File: src/rtl/frame_clock_gen.sv
module frame_clock_gen #(
  parameter int HALF_CYC = 1488,
  parameter int PULSES   = 8
) (
  input  logic clk,
  input  logic rst_n,
  input  logic ser_in,
  input  logic carrier_on,
  input  logic pwr_down,
  output logic bit_clk_o,
  output logic ready_n_o
);

  localparam int LAST_HALF = 2 * PULSES;
  localparam int DR_CYC    = 2 * HALF_CYC;
  localparam int CW        = $clog2(DR_CYC + 1);
  localparam int IW        = $clog2(LAST_HALF + 1);

  typedef enum logic [1:0] {S_IDLE, S_RUN, S_READY} seq_t;

  seq_t          state;
  logic [CW-1:0] hcnt;
  logic [IW-1:0] hidx;
  logic          hi_q;

  wire live     = carrier_on & ~pwr_down;
  wire start    = hi_q & ~ser_in;
  wire half_end = (hcnt == CW'(HALF_CYC - 1));
  wire dr_end   = (hcnt == CW'(DR_CYC - 1));
  wire clk_low  = (state == S_RUN) && (hidx >= IW'(2)) && !hidx[0];

  always_ff @(posedge clk or negedge rst_n) begin
    if (!rst_n) begin
      state <= S_IDLE;
      hcnt  <= '0;
      hidx  <= '0;
      hi_q  <= 1'b0;
    end else begin
      hi_q <= live & ser_in;
      if (!live) begin
        state <= S_IDLE;
        hcnt  <= '0;
        hidx  <= '0;
      end else begin
        case (state)
          S_IDLE: if (start) begin
            state <= S_RUN;
            hcnt  <= '0;
            hidx  <= '0;
          end
          S_RUN: begin
            if (half_end) begin
              hcnt <= '0;
              if (hidx == IW'(LAST_HALF)) begin
                state <= S_READY;
                hidx  <= '0;
              end else begin
                hidx <= hidx + IW'(1);
              end
            end else begin
              hcnt <= hcnt + CW'(1);
            end
          end
          S_READY: begin
            if (dr_end) begin
              state <= S_IDLE;
              hcnt  <= '0;
            end else begin
              hcnt <= hcnt + CW'(1);
            end
          end
          default: state <= S_IDLE;
        endcase
      end
    end
  end

  assign bit_clk_o = pwr_down | ~clk_low;
  assign ready_n_o = pwr_down | (state != S_READY);

  a_r9_pd_clears: assert property (@(posedge clk) disable iff (!rst_n)
    pwr_down |=> (state == S_IDLE));

  a_r8_carrier_abort: assert property (@(posedge clk) disable iff (!rst_n)
    (!carrier_on && state == S_RUN) |=> (state == S_IDLE && ready_n_o));

  a_r5_ready_after_rise: assert property (@(posedge clk) disable iff (!rst_n)
    (!pwr_down && $fell(ready_n_o)) |-> $rose(bit_clk_o));

  a_r3_pulse_only_in_burst: assert property (@(posedge clk) disable iff (!rst_n)
    !bit_clk_o |-> (state == S_RUN && hidx <= IW'(LAST_HALF)));

  a_r6_no_restart: assert property (@(posedge clk) disable iff (!rst_n)
    (state == S_RUN && live && !(half_end && hidx == IW'(LAST_HALF)))
      |=> (state == S_RUN && $stable(hidx) || hidx == $past(hidx) + IW'(1)));

  a_r2_idle_start_only_on_edge: assert property (@(posedge clk) disable iff (!rst_n)
    (state == S_IDLE && !(live && start)) |=> (state == S_IDLE));

endmodule

File: config.mk
export PLATFORM = sky130hd
export DESIGN_NAME = frame_clock_gen
export DESIGN_NICKNAME = d
export VERILOG_FILES = /design/src/rtl/frame_clock_gen.sv
export SDC_FILE = /design/constraint.sdc
export NUM_CORES = 1
export LEC_CHECK = 0
export BUFFER_PORTS_ARGS = -buffer_cell sky130_fd_sc_hd__buf_2
export CORE_MARGIN = 2
export CORE_UTILIZATION = 40
export CTS_CLUSTER_SIZE = 24
export DETAILED_ROUTE_END_ITERATION = 7
export HOLD_SLACK_MARGIN = 0.06
export PLACE_DENSITY_LB_ADDON = 0.12
export SLEW_MARGIN = 10
export SYNTH_ARGS = -nofsm -noshare
export SYNTH_HDL_FRONTEND = slang
export SYNTH_SLANG_ARGS = --single-unit
export TNS_END_PERCENT = 1
File: constraint.sdc
create_clock -name clk -period 6.1 [get_ports clk]
set_input_delay 1.22 -clock clk [delete_from_list [all_inputs] [get_ports clk]]
set_output_delay 1.22 -clock clk [all_outputs]
set_load 0.05 [all_outputs]
==> results.yml <==
placed_design:
  io_buffers: 6
  gp_congestion: 0.8486
  dp_hpwl_um: 2095
  dp_slack_ns: 2.839
yosys:
  synthTopCellsByArea: "dfrtp_1 38%, ha_1 7.6%, nand2_1 5.7%"
  synth_edf_count: 0
  syn_area_mm2: 0.001320
  avgSynthCellArea_um2: 9.231
  yosys_most_used_dff: "dfrtp_1"
  yosysWarnings: 0
  synth_compound_area_share_pct: 22.46
  synth.area.mux_share_pct: 0.8531
  yosys_register_bits: 20
  synthArstFlopShare_pct: 100.0
  synth_top_family_by_area: "simple AND/OR/NAND/NOR gates"
  synth_cells: 143
  yosys.area_share.adder_pct: 7.583
  synthXorXnorAreaFrac_pct: 0
  synth_top_area_share_pct: 37.91
  ys_seq_area_share_pct: 37.91
  synth_top_area_cell: "dfrtp_1"
  yosysUniqueCellTypes: 40
  syn-num-nets: 156
  yosys.area_share.simple_pct: 28.44
  ys_top_cells_by_count: "20 x dfrtp_1, 20 x nand2_1, 11 x nand3_1"
sta:
  slew_viol_final: 0
  hold_viol_final: 0
  finalCritPeriodShare_pct: 53.44
  finalSetupViolCount: 0
  post-route-worst-setup-slack_ns: 2.840
  clock.fmax_mhz: 306.8
  tightest_slew_ns: 0.7682
  slew_headroom_pct: 48.68
  rsz0062_at_grt: "no"
  period_needed_ns: 3.260
  setup_tns_ns: 0
  clock_skew_ns: 0.004057
clock_tree:
  path_clk_slew_ns: 0.11
  cts_hold_buffers: 0
  insertion_delay_ns: 0.30
  clockBufferDepth: 2
  cts_resized: 0
  cts.sinks: 20
  htree_levels: 1
  cts_made_buffers: 3
  clock-root-buffer: "clkbuf_4"
  cts_tree: "yes"
  post-cts-setup-buffers: 0
worst_setup_path:
  end_kind: "output pin"
  crit_required_ns: 4.88
  path_class: "in2out"
  crit_fanout: 3
  start_kind: "input pin"
  worstPathArrival_ns: 2.04
layout:
  drive_above_1_share_pct: 12.00
  syn_to_final_growth_pct: 7.393
  nNetsFinal: 165
  diodes: 0
floorplanning:
  num_rows: 20
  start_util_pct: 42.54
  fp.dieW_um: 61.45
  core_mm2: 0.003103
  die_h_um: 61.45
  io_pins: 7
  dieArea_mm2: 0.003775
global_routing:
  grt_max_degree: 21
  grt_pass1_wl_um: 4878
  track_usage_pct: 17.40
  grt_pass1_vias: 1066
  overflow: 0
  antenna_found_initial: 0
route:
  post_drt_wl_per_cell_um: 14.09
  drt-met1-wl_um: 1368
  dr_wl_met3_um: 65
  drtIter0Drc: 31
  drc: 0
  dr.pass1.iters: 4
  routed.top_layer: "met4"
  viasPerCell: 5.691
  ant_nets: 0
  dr_wl_met2_um: 1260
  via_count: 1104
  wl_um: 2733
status:
  status: "finished clean"
hold_path:
  hold_path.class: "reg2reg"
power:
  powerDensity_mw_per_mm2: 148.5
  ir_worst_vdd_uv: 54.09
  leakage_uw: 0.0005659
flow_run:
  maxCapViolCount: 0
## sequential cells by signal, summed over array words and instances, names as in the netlist
signal,flops
state,2
hi_q,1
hcnt,12
hidx,5
## per-stage QoR
stage | utilization [%] | cells | hold slack [ns] | power (uW) | instance area, um2
floorplan | - | 143 | 0.4868 | 145.0 | 1320
global placement | 44.96 | 191 | 0.5255 | 150.7 | 1395
detailed placement | 44.96 | 191 | 0.5218 | 150.9 | 1395
CTS | 45.69 | 194 | 0.5473 | 214.3 | 1418
global route | 45.69 | 194 | 0.5835 | 222.0 | 1418
finish | 45.69 | 194 | 0.5512 | 210.6 | 1418
## final timing paths
check	end	cells after the start	slack (ns)	startpoint
max	bit_clk_o	3	2.84	pwr_down
min	hcnt[1]	2	0.55	hcnt[1]
max reg2reg	hidx[4]	6	3.80	hcnt[0]
min reg2reg	hcnt[1]	2	0.55	hcnt[1]
max in group asynchronous	hcnt[1]	1	4.93	rst_n
min in group asynchronous	hcnt[8]	1	0.85	rst_n
## cell type report
cell class,instances,area (um2)
Fill cell,340,1685
Clock buffer,3,22.52
Sequential cell,20,500.5
Inverter,7,26.28
Multi-Input combinational cell,114,783.3
Tap cell,44,55.05
Timing Repair Buffer,6,30.03
## cell families after synthesis
group | Yosys count
DFF | 20
and+or+nand+nor | 68
muxes | 1
adders and majority gates | 8
buffers and inverters | 9
AOI/OAI and AO/OA | 37
## critical path, cell delays in order
cell	delay, ns
buf_2	0.11
or4_1	0.49
buf_2	0.22
## report_power, final
| group | internal (uW) | switching [uW] |
|---|---|---|
| clock | 23.0 | 39.6 |
| sequential | 133 | 0.204 |
| combinational | 4.54 | 10.2 |
| total | 161 | 50.0 |
## metal layers
| metal | GRT usage, % | up-vias |
|---|---|---|
| met5 | 0 | - |
| met4 | 6.687 | 0 |
| met3 | 2.731 | 4 |
| met2 | 28.57 | 10 |
| met1 | 23.06 | 537 |
| li1 | - | 553 |
## placed cells by master (no fill, tap or decap), types with 2 or more instances in the layout
cell type / count
nand3_1: 11
and3_1: 3
nand2_1: 20
and2_1: 3
nor3_1: 3
a22o_1: 2
o21ai_0: 10
or4_1: 2
nand4b_1: 2
ha_1: 8
nor2b_1: 3
o2bb2ai_1: 4
nand2b_1: 5
dfrtp_1: 20
nor4b_1: 2
nor2_1: 7
buf_2: 6
o311ai_0: 2
a21o_1: 2
inv_1: 7
clkbuf_4: 3
nand4_1: 4
a21oi_1: 3
Power figures use the tool's default switching activity.
